**config.mk**
```make
export PLATFORM = sky130hd
export DESIGN_NAME = motor_cmd_dispatch
export DESIGN_NICKNAME = d
export VERILOG_FILES = /design/src/rtl/motor_cmd_dispatch.sv
export SDC_FILE = /design/constraint.sdc
export NUM_CORES = 1
export LEC_CHECK = 0
export CAP_MARGIN = 10
export CORE_ASPECT_RATIO = 1.4
export CORE_UTILIZATION = 49
export DETAILED_ROUTE_END_ITERATION = 8
export PLACE_DENSITY = 0.85
export SLEW_MARGIN = 20
export SYNTH_ARGS = -nofsm -noshare
export SYNTH_HDL_FRONTEND = slang
export SYNTH_SLANG_ARGS = --single-unit
```
**constraint.sdc**
```tcl
create_clock -name clk -period 3.29 [get_ports clk]
set_clock_uncertainty 0.15 [all_clocks]
set_input_delay 0.329 -clock clk [delete_from_list [all_inputs] [get_ports clk]]
set_output_delay 0.329 -clock clk [all_outputs]
set_load 0.02 [all_outputs]
```
**src/rtl/motor_cmd_dispatch.sv**
```systemverilog
module motor_cmd_dispatch #(
  parameter int ID_W   = 11,
  parameter int LEN_W  = 4,
  parameter int WORD_W = 32
) (
  input  logic                  clk,
  input  logic                  rst_n,
  input  logic                  is_motor_b,
  input  logic                  in_valid,
  input  logic [ID_W-1:0]       in_id,
  input  logic [LEN_W-1:0]      in_len,
  input  logic [2*WORD_W-1:0]   in_data,
  output logic [WORD_W-1:0]     kp,
  output logic [WORD_W-1:0]     ki,
  output logic [WORD_W-1:0]     kd,
  output logic [WORD_W-1:0]     rpm,
  output logic [WORD_W-1:0]     sample_ms,
  output logic [2:0]            rx_mask,
  output logic                  motor_en,
  output logic                  pos_mode,
  output logic                  ack_valid,
  output logic [ID_W-1:0]       ack_id,
  output logic                  fwd_valid,
  output logic [ID_W-1:0]       fwd_id,
  output logic [LEN_W-1:0]      fwd_len,
  output logic [2*WORD_W-1:0]   fwd_data
);
  localparam int PAY_W = 2 * WORD_W;
  localparam logic [ID_W-1:0] BASE_A = ID_W'(11'h100);
  localparam logic [ID_W-1:0] BASE_B = ID_W'(11'h200);
  localparam logic [LEN_W-1:0] LEN_PAIR = LEN_W'(8);
  localparam logic [LEN_W-1:0] LEN_ONE  = LEN_W'(4);
  localparam logic [LEN_W-1:0] LEN_NONE = LEN_W'(0);

  logic [ID_W-1:0]   base;
  logic              local_hit;
  logic [2:0]        ofs;
  logic              len_ok;
  logic              take;
  logic [2:0]        set_bit;
  logic [2:0]        mask_nx;
  logic              full;
  logic              halt;
  logic [ID_W-1:0]   ack_nx;
  logic [WORD_W-1:0] hi_word, lo_word;

  assign base      = is_motor_b ? BASE_B : BASE_A;
  assign local_hit = in_id[ID_W-1:3] == base[ID_W-1:3];
  assign ofs       = in_id[2:0];
  assign hi_word   = in_data[PAY_W-1:WORD_W];
  assign lo_word   = in_data[WORD_W-1:0];

  always_comb begin
    case (ofs)
      3'd0, 3'd1:       len_ok = in_len == LEN_PAIR;
      3'd2:             len_ok = in_len == LEN_ONE;
      3'd4, 3'd5, 3'd6: len_ok = in_len == LEN_NONE;
      default:          len_ok = 1'b0;
    endcase
  end

  assign take    = in_valid && local_hit && len_ok;
  assign set_bit = (ofs < 3'd3) ? (3'b001 << ofs) : 3'b000;
  assign mask_nx = rx_mask | set_bit;
  assign full    = &mask_nx;
  assign halt    = ofs[2];

  always_comb begin
    case ({is_motor_b, ofs})
      4'b0_000: ack_nx = ID_W'(11'h302);
      4'b0_001: ack_nx = ID_W'(11'h303);
      4'b0_010: ack_nx = ID_W'(11'h306);
      4'b0_100: ack_nx = ID_W'(11'h309);
      4'b0_101: ack_nx = ID_W'(11'h30C);
      4'b0_110: ack_nx = ID_W'(11'h30E);
      4'b1_000: ack_nx = ID_W'(11'h304);
      4'b1_001: ack_nx = ID_W'(11'h305);
      4'b1_010: ack_nx = ID_W'(11'h307);
      4'b1_100: ack_nx = ID_W'(11'h30B);
      4'b1_101: ack_nx = ID_W'(11'h30D);
      4'b1_110: ack_nx = ID_W'(11'h30F);
      default:  ack_nx = '0;
    endcase
  end

  always_ff @(posedge clk or negedge rst_n) begin
    if (!rst_n) begin
      kp        <= '0;
      ki        <= '0;
      kd        <= '0;
      rpm       <= '0;
      sample_ms <= '0;
      rx_mask   <= '0;
      motor_en  <= 1'b0;
      pos_mode  <= 1'b0;
    end else if (take) begin
      if (ofs == 3'd0) begin
        kp <= hi_word;
        ki <= lo_word;
      end
      if (ofs == 3'd1) begin
        kd  <= hi_word;
        rpm <= lo_word;
      end
      if (ofs == 3'd2) sample_ms <= hi_word;
      if (halt) begin
        rx_mask  <= '0;
        motor_en <= 1'b0;
        if (ofs == 3'd5) pos_mode <= 1'b0;
        if (ofs == 3'd6) pos_mode <= 1'b1;
      end else if (full) begin
        rx_mask  <= '0;
        motor_en <= 1'b1;
      end else begin
        rx_mask  <= mask_nx;
      end
    end
  end

  always_ff @(posedge clk or negedge rst_n) begin
    if (!rst_n) begin
      ack_valid <= 1'b0;
      ack_id    <= '0;
      fwd_valid <= 1'b0;
      fwd_id    <= '0;
      fwd_len   <= '0;
      fwd_data  <= '0;
    end else begin
      ack_valid <= take;
      fwd_valid <= in_valid && !local_hit;
      if (take) ack_id <= ack_nx;
      if (in_valid && !local_hit) begin
        fwd_id   <= in_id;
        fwd_len  <= in_len;
        fwd_data <= in_data;
      end
    end
  end
endmodule


```
==> results of run 1 <==
[cell type report]
| type | count | area share (%) |
|---|---|---|
| inverter | 7 | 0.186 |
| timing repair buffer | 347 | 24.9 |
| clock inverter | 7 | 0.603 |
| tap | 248 | 2.20 |
| multi-input combinational | 319 | 22.8 |
| sequential | 251 | 44.5 |
| clock buffer | 33 | 4.79 |
[stage by stage]
| stage | hold WS, ns | util [%] | instance area [um2] | worst slack [ns] | cells |
|---|---|---|---|---|---|
| 2_1_floorplan | -0.117 | - | 9790 | 1.01 | 611 |
| 3_3_place_gp | 0.187 | 68.9 | 13300 | 0.384 | 1171 |
| 3_5_place_dp | 0.191 | 68.9 | 13300 | 0.327 | 1171 |
| 4_1_cts | 0.225 | 72.8 | 14100 | 0.833 | 1212 |
| 5_1_grt | 0.261 | 72.8 | 14100 | 0.656 | 1212 |
| 6_report | 0.220 | 72.8 | 14100 | 0.788 | 1212 |
[logic make-up after synthesis]
| group | after synthesis | share of synthesized area (%) |
|---|---|---|
| buffers and inverters | 41 | 3.17 |
| AO/OA/AOI/OAI | 23 | 1.45 |
| other | 1 | 0.0384 |
| flip-flops | 251 | 64.2 |
| multiplexers | 237 | 27.7 |
| adder cells (fa/ha/maj) | 4 | 0.512 |
| AND/OR/NAND/NOR | 50 | 2.88 |
[registers in the layout, summed over array words and instances (netlist names)]
| register | flops |
|---|---|
| fwd_data | 64 |
| kd | 32 |
| ki | 32 |
| kp | 32 |
| rpm | 32 |
| sample_ms | 32 |
| fwd_id | 11 |
| ack_id | 5 |
| fwd_len | 4 |
| rx_mask | 3 |
| ack_valid | 1 |
| fwd_valid | 1 |
| motor_en | 1 |
| pos_mode | 1 |
[routing by layer]
metal  vias to the layer above  GRT usage (%)  share of wire (%)
li1                       2824              -                  -
met1                      3227           27.1                 35
met2                       271           45.9                 54
met3                        66           5.38                6.5
met4                         0           11.0                4.1
met5                         -              0                  0
[synthesized netlist by cell type, types with 4 or more instances]
cell / number / area [um2]
o21ai_0: 7 / 35.0
dfrtp_1: 251 / 6280
inv_1: 7 / 26.3
buf_6: 12 / 135
mux2_2: 228 / 2570
ha_1: 4 / 50.1
buf_4: 11 / 82.6
buf_2: 7 / 35.0
nor2_1: 8 / 30.0
nand2_1: 23 / 86.3
mux2_4: 7 / 105
a21oi_1: 5 / 25.0
[critical path, cell delays in order]
cell and delay [ns]:
clkdlybuf4s50_1 0.59, ha_1 0.35, o31ai_1 0.11, and3_2 0.29, nand4_4 0.12, buf_4 0.49
mux2_2 0.42
[power by group through the flow]
stage               sequential, mW  clock, mW  combinational (mW)
floorplan                     3.42          0               0.161
global placement              3.29          0               0.733
detailed placement            3.30          0               0.748
CTS                           3.24       2.76               0.755
global route                  3.25       2.86               0.792
finish                        3.24       2.70               0.745
[path summary, 6_finish.rpt]
check	startpoint	endpoint	slack (ns)	cells after the start
worst min register to register	fwd_id[4]$_DFFE_PN0P_	fwd_id[4]$_DFFE_PN0P_	0.33	2
min in group clk	in_id[10]	fwd_id[10]$_DFFE_PN0P_	0.24	3
worst max-delay path	in_id[1]	rpm[22]$_DFFE_PN0P_	0.79	7
worst max register to register	rx_mask[0]$_DFFE_PN0P_	rx_mask[0]$_DFFE_PN0P_	1.76	4
max in group asynchronous	rst_n	kd[17]$_DFFE_PN0P_	1.78	3
worst min-delay path	rst_n	rpm[6]$_DFFE_PN0P_	0.22	2
[timing repair]
action	CTS	global route
hold endpoints to repair	76	0
hold buffers	1	0
setup buffers	0	0
endpoints found under the setup margin	0	0
==> results.ini, run 1 <==
[yosys]
synthFlopType=dfrtp_1
yosys_warnings=0
syn-cell-area_mm2=0.00978
synthDistinctLibCells=38
yosysSeqAreaShare_pct=64.2
synth-seq-cells=251
ys_async_sr_fraction_pct=100
synth_cells=607
synth_enable_flop_cells=0
syn_area_per_cell_um2=16.1

[cts]
clock_path_buffers=3
clk_latency_ns=0.51
cts_resized=0
cts_root_buffer=clkbuf_16
numCtsBuffers=24
clk_pin_slew_ns=0.06
htreeDepth=1
cts_tree=yes
cts_num_sinks=251

[drt]
first_pass_iters=4
vias=6388
wl_per_cell_um=21.0
drtIter0Drc=232
wl_um=25500
viasPerCell=5.27
drc=0
drtAntennaViolNets=0

[layout]
layout-drive-gt1-share_pct=30.3
num_antenna_cells=0
final_cell_mix=clkdlybuf4s50_1 (333), dfrtp_1 (251), mux2_2 (228), clkbuf_16 (25), nand2_1 (23)
n_fill_cell=1291
layout_commonest_cell=clkdlybuf4s50_1
multi_input_area_mm2=0.00322
finish.net_count=1037
seq_area_mm2=0.00628
syn_to_final_growth_pct=44.3

[power_and_ir_drop]
power.leakage_nw=6.57
p_total_mw=6.69
clock_power_share_pct=40.4
powerDensity_mw_per_mm2=474
switching_share_pct=23.3
p_seq_share_pct=48.4
combPwrFrac_pct=11.1
switchingPower_mw=1.56
ir_worst_vdd_mv=0.435
intPower_mw=5.13

[worst_setup_path]
critPathKind=input port to flip-flop
crit_path_end_kind=flip-flop
critPathMaxFanout=38
startpoint_type=input port
critPathRequiredTime_ns=3.53
arrival_ns=2.74

[timing]
setup_violations=0
setup_tns_ns=0
clock.fmax_ghz=0.400
final_hold_viol_count=0
rsz0062_at_grt=false
tightestPinTransition_ns=0.615
fin_crit_ns=2.50
slew_violations=0
relSlewSlack_pct=59.0
period_share_pct=76.0

[global_routing]
grt_pass1_vias=6878
grt_pass1_wl_um=39100
grt_usage_pct=25.0
grt_max_degree=80
grt_antenna_before_repair=0
grt.overflow.total=0

[floorplanning]
core_mm2=0.0194
dieArea_mm2=0.0205
die_h_um=169
rows=60
die_w_um=121
start_util_pct=50.5
pin_count=340

[place]
place.gp.congestion=0.883
port_buffers=334
dp_hpwl_um=17700

[flow_run]
cap_violations=0

[run_status]
status=finished, final reports clean

[worst_hold_path]
min_path_type=input port to async pin

Power figures use the tool's default switching activity.
==> run 2, diff against run 1 <==
--- a/config.mk
+++ b/config.mk
@@ -7,9 +7,9 @@
 export LEC_CHECK = 0
 export CAP_MARGIN = 10
 export CORE_ASPECT_RATIO = 1.4
-export CORE_UTILIZATION = 49
+export CORE_UTILIZATION = 45
 export DETAILED_ROUTE_END_ITERATION = 8
-export PLACE_DENSITY = 0.85
+export PLACE_DENSITY = 0.79
 export SLEW_MARGIN = 20
 export SYNTH_ARGS = -nofsm -noshare
 export SYNTH_HDL_FRONTEND = slang
==> constraint.sdc (replaced) <==
create_clock -name clk -period 2.45 [get_ports clk]
set_clock_uncertainty 0.15 [all_clocks]
set_input_delay 0.245 -clock clk [delete_from_list [all_inputs] [get_ports clk]]
set_output_delay 0.245 -clock clk [all_outputs]
set_load 0.02 [all_outputs]
==> run 2 against run 1 <==
Against the previous run: setup slack lost 0.43 ns; count of clock-buffer cells in the layout grew 3; largest power group unchanged; sequential share of layout area shrank 1.1 points; clock power grew 41%; design area grew 2.5%.
==> results.ini, run 2 (synthesis results as in run 1) <==
[cts]
clk_latency_ns=0.51
cts_root_buffer=clkbuf_16
clock_path_buffers=3
clk_pin_slew_ns=0.06
cts_num_sinks=251
post-cts-setup-buffers=0
htreeDepth=1
cts_tree=yes
numCtsBuffers=25

[worst_setup_path]
r2r_start=rx_mask[1]$_DFFE_PN0P_
r2r-end=rx_mask[0]$_DFFE_PN0P_
critPathRequiredTime_ns=2.70
critPathKind=input port to flip-flop
crit_path_end_kind=flip-flop
critPathMaxFanout=4
startpoint_type=input port
arrival_ns=2.34
r2r_cells=5
r2r_setup_slack_ns=1.07

[layout]
regMostFlops=fwd_data
largest_register_ffs=64
final_cell_mix=clkdlybuf4s50_1 (333), dfrtp_1 (251), mux2_2 (228), buf_4 (28), clkbuf_16 (25)
finish.net_count=1065
layout-drive-gt1-share_pct=32.4
layout_commonest_cell=clkdlybuf4s50_1
syn_to_final_growth_pct=47.8
num_antenna_cells=0
final_util_pct=68.2

[floorplanning]
die_w_um=127
rows=63
core_mm2=0.0212
start_util_pct=46.1
die_h_um=176
pin_count=340
dieArea_mm2=0.0223

[place]
place.gp.congestion=0.808
port_buffers=334
dp_hpwl_um=18300

[drt]
drtIter0Drc=186
wl_per_cell_um=20.2
first_pass_iters=4
drtAntennaViolNets=0
viasPerCell=5.08
drc=0
vias=6359
wl_um=25300

[run_status]
status=finished, final reports clean

[power_and_ir_drop]
clock_power_share_pct=41.6
ir_worst_vdd_mv=0.639
combPwrFrac_pct=11.0
power.leakage_nw=6.76
switchingPower_mw=2.12
p_total_mw=9.17
switching_share_pct=23.1
intPower_mw=7.05
p_seq_share_pct=47.4
powerDensity_mw_per_mm2=634

[global_routing]
grt_antenna_before_repair=0
grt.overflow.total=0
grt_usage_pct=22.9
grt_pass1_vias=6856
grt_max_degree=83
grt_pass1_wl_um=39200

[timing]
final_hold_viol_count=0
period_share_pct=85.5
setup_violations=0
relSlewSlack_pct=54.9
fin_crit_ns=2.09
rsz0062_at_grt=false
tightestPinTransition_ns=0.676
clock.fmax_ghz=0.477
slew_violations=0

[flow_run]
cap_violations=0

[worst_hold_path]
min_path_type=input port to async pin

run 2: changes by cell type in the layout (fill, tap and decap cells not counted):
cell        delta
buf_12         +6
buf_4         +21
clkbuf_1       -1
clkbuf_8       +4
clkinv_2       -3
clkinvlp_4     +1
inv_8          +1
run 2: worst max path at each step:
| stage | slack (ns) | depth (start not counted) | start | to |
|---|---|---|---|---|
| 2_1_floorplan | 0.25 | 8 | in_id[0] | ack_id[0]$_DFFE_PN0P_ |
| 3_3_place_gp | -0.16 | 10 | in_id[0] | rx_mask[0]$_DFFE_PN0P_ |
| 3_5_place_dp | -0.18 | 8 | in_id[0] | sample_ms[8]$_DFFE_PN0P_ |
| 4_1_cts | 0.36 | 8 | in_id[0] | sample_ms[0]$_DFFE_PN0P_ |
| 5_1_grt | 0.22 | 8 | in_id[0] | sample_ms[5]$_DFFE_PN0P_ |
| 6_report | 0.36 | 10 | in_id[0] | rx_mask[0]$_DFFE_PN0P_ |
run 2: power groups by stage:
stage	registers (mW)	logic [mW]	clock network [mW]
after floorplan	4.59	0.216	0
after global placement	4.41	1.01	0
after detailed placement	4.42	1.02	0
after CTS	4.34	1.03	3.92
after global routing	4.36	1.08	4.08
final	4.34	1.01	3.81
run 2: final cells by class:
cell class	instances	area [um2]
clock buffer	36	727
timing repair buffer	374	3790
multi-input combinational	319	3220
clock inverter	6	88.8
fill	1485	6750
inverter	7	26.3
sequential	251	6280
tap	260	325
run 2: stage by stage:
stage,instance area [um2],hold slack (ns),setup TNS [ns],setup WS (ns),std cells
6_report,14500,0.135,0,0.356,1253
5_1_grt,14500,0.135,0,0.218,1253
4_1_cts,14500,0.130,0,0.362,1253
3_5_place_dp,13600,0.117,-30.51,-0.175,1210
3_3_place_gp,13600,0.115,-28.40,-0.159,1210
2_1_floorplan,9790,-0.201,0,0.251,611
run 2: worst max-delay path: stages:
cell             delay [ns]
clkdlybuf4s50_1        0.49
inv_1                  0.06
ha_1                   0.23
o31ai_1                0.24
and3_2                 0.33
buf_4                  0.15
nand2_1                0.08
nor4_1                 0.30
buf_4                  0.18
nor2_1                 0.04
run 2: layer usage:
metal	routed length [um]	vias to the layer above	global-route usage [%]
li1	-	2872	-
met1	9090	3181	25.2
met2	13300	231	41.2
met3	1500	75	4.97
met4	1380	0	12.4
met5	0	-	0
run 2: repair_timing:
item                                    4_1_cts  5_1_grt
endpoints found under the setup margin        0        0
endpoints found under the hold margin        76        0
gates resized for setup                       0        0
hold buffers                                  1        0
==> run 3, diff against run 2 <==
--- a/config.mk
+++ b/config.mk
@@ -5,11 +5,12 @@
 export SDC_FILE = /design/constraint.sdc
 export NUM_CORES = 1
 export LEC_CHECK = 0
+export ABC_CLOCK_PERIOD_IN_PS = 2450
 export CAP_MARGIN = 10
 export CORE_ASPECT_RATIO = 1.4
-export CORE_UTILIZATION = 45
+export CORE_UTILIZATION = 30
 export DETAILED_ROUTE_END_ITERATION = 8
-export PLACE_DENSITY = 0.79
+export PLACE_DENSITY = 0.56
 export SLEW_MARGIN = 20
 export SYNTH_ARGS = -nofsm -noshare
 export SYNTH_HDL_FRONTEND = slang
==> run 3 against run 2 <==
Against the previous run: wire length grew 8.5%; sequential power about the same; first-iteration DRC count shrank 23%; setup slack worse by 0.12 ns; flip-flop and latch count unchanged.
==> results.ini, run 3 (synthesis results as in run 1) <==
[run_status]
status=finished, final reports clean

[power_and_ir_drop]
powerDensity_mw_per_mm2=653
switchingPower_mw=2.26
clock_power_share_pct=44.2
p_total_mw=9.62
intPower_mw=7.36
ir_worst_vdd_mv=0.476
power.leakage_nw=6.82
p_seq_share_pct=45.2
switching_share_pct=23.5
combPwrFrac_pct=10.6

[worst_setup_path]
cpPeakStageDelay_ns=0.45
startpoint_type=input port
critPathRequiredTime_ns=2.72
crit_cells=8
crit_path_frequent_cell=inv_1
worst-path-buf-inv=4
critPathTopFamily=buffers and inverters
r2r_cells=5
path_cells=clkdlybuf4s50_1 -> inv_1 -> ha_1 -> inv_1 -> nor4_1 -> nor3b_4 -> buf_12 -> mux2_2
r2r_start=rx_mask[1]$_DFFE_PN0P_
critPathMaxFanout=23
arrival_ns=2.49
r2r-end=motor_en$_DFFE_PN0P_
critPathKind=input port to flip-flop
r2r_setup_slack_ns=1.07
crit_path_end_kind=flip-flop
slowest_stage=nor4_1

[timing]
period_share_pct=90.6
fin_crit_ns=2.22
final_hold_viol_count=0
tightestPinTransition_ns=0.567
clock.fmax_ghz=0.451
setup_violations=0
relSlewSlack_pct=62.2
rsz0062_at_grt=false
slew_violations=0

[cts]
clk_latency_ns=0.55
clk_pin_slew_ns=0.06
hold_buffers=1
numCtsBuffers=27
post-cts-setup-buffers=0
clock_path_buffers=3
cts_num_sinks=251
cts_tree=yes
cts_resized=0
cts_root_buffer=clkbuf_16
htreeDepth=1

[layout]
final_util_pct=46.4
finish.net_count=1067
largest_register_ffs=64
layout_commonest_cell=clkdlybuf4s50_1
n_fill_cell=2878
final_cell_mix=clkdlybuf4s50_1 (333), dfrtp_1 (251), mux2_2 (228), buf_4 (28), clkbuf_16 (27)
syn_to_final_growth_pct=50.7
regMostFlops=fwd_data
layout-drive-gt1-share_pct=33.0

[floorplanning]
die_h_um=216
core_mm2=0.0318
die_w_um=155
rows=77
dieArea_mm2=0.0333
pin_count=340
start_util_pct=30.8

[flow_run]
cap_violations=0

[global_routing]
grt_pass1_wl_um=42600
grt_usage_pct=16.8
grt_pass1_vias=6911
grt_max_degree=58
grt_antenna_before_repair=1
grt.overflow.total=0

[drt]
drtIter0Drc=143
viasPerCell=4.52
wl_um=27500
drc=0
first_pass_iters=4
wl_per_cell_um=19.7
vias=6311
drtAntennaViolNets=0

[place]
dp_hpwl_um=19700
place.gp.congestion=0.810
port_buffers=334

[worst_hold_path]
min_path_type=input port to async pin

## run 3: changes by cell type in the layout (fill, tap and decap cells not counted), sizes merged
cell / change
clkinv: +4
bufinv: +2
clkinvlp: +2
clkbuf: -1
diode: +1
## run 3: stage by stage
| step | area, um2 | cells | setup WS, ns | TNS [ns] | hold WS (ns) |
|---|---|---|---|---|---|
| after floorplan | 9790 | 611 | 0.251 | 0 | -0.201 |
| after global placement | 13800 | 1345 | -0.259 | -45.15 | 0.0733 |
| after global routing | 14700 | 1396 | 0.114 | 0 | 0.111 |
| final | 14700 | 1396 | 0.231 | 0 | 0.0852 |
| after CTS | 14700 | 1395 | 0.214 | 0 | 0.0835 |
| after detailed placement | 13800 | 1345 | -0.323 | -42.97 | 0.0727 |
## run 3: worst max-delay path by stage
stage               startpoint                   endpoint  slack, ns
finish                in_id[0]  sample_ms[16]$_DFFE_PN0P_       0.23
global route          in_id[0]   sample_ms[4]$_DFFE_PN0P_       0.11
CTS                   in_valid   sample_ms[4]$_DFFE_PN0P_       0.21
detailed placement    in_valid   sample_ms[4]$_DFFE_PN0P_      -0.32
global placement      in_id[0]  sample_ms[10]$_DFFE_PN0P_      -0.26
floorplan             in_id[0]      ack_id[0]$_DFFE_PN0P_       0.25
## run 3: cell type report
class | count | area [um2] | share of cell area, %
multi-input cells | 319 | 3220 | 21.8
inverters | 7 | 26.3 | 0.178
well taps | 395 | 494 | 3.35
clock buffers | 35 | 746 | 5.06
repair buffers | 374 | 3790 | 25.7
flip-flops and latches | 251 | 6280 | 42.6
clock inverters | 14 | 181 | 1.23
diodes | 1 | 2.50 | 0.0170
## run 3: per-layer routing
metal	global-route usage [%]	vias to the layer above	part of all wire [%]
met3	3.73	45	5.6
met4	5.81	0	2.7
met2	31.6	189	55
met1	18.3	3199	37
met5	0	-	0
li1	-	2878	-
## run 3: worst register-to-register path: cells and delay by family (launching register included)
family	cells	cell delay (ns)
AOI/OAI and AO/OA	3	0.39
buffers and inverters	1	0.17
DFF	1	0.40
and+or+nand+nor	1	0.20
## run 3: power by group through the flow
stage / logic, mW / clock network, mW / registers, mW
after floorplan: 0.216 / 0 / 4.59
after global placement: 1.04 / 0 / 4.42
after detailed placement: 1.04 / 0 / 4.42
after CTS: 1.05 / 4.39 / 4.35
after global routing: 1.09 / 4.57 / 4.36
final: 1.02 / 4.25 / 4.35
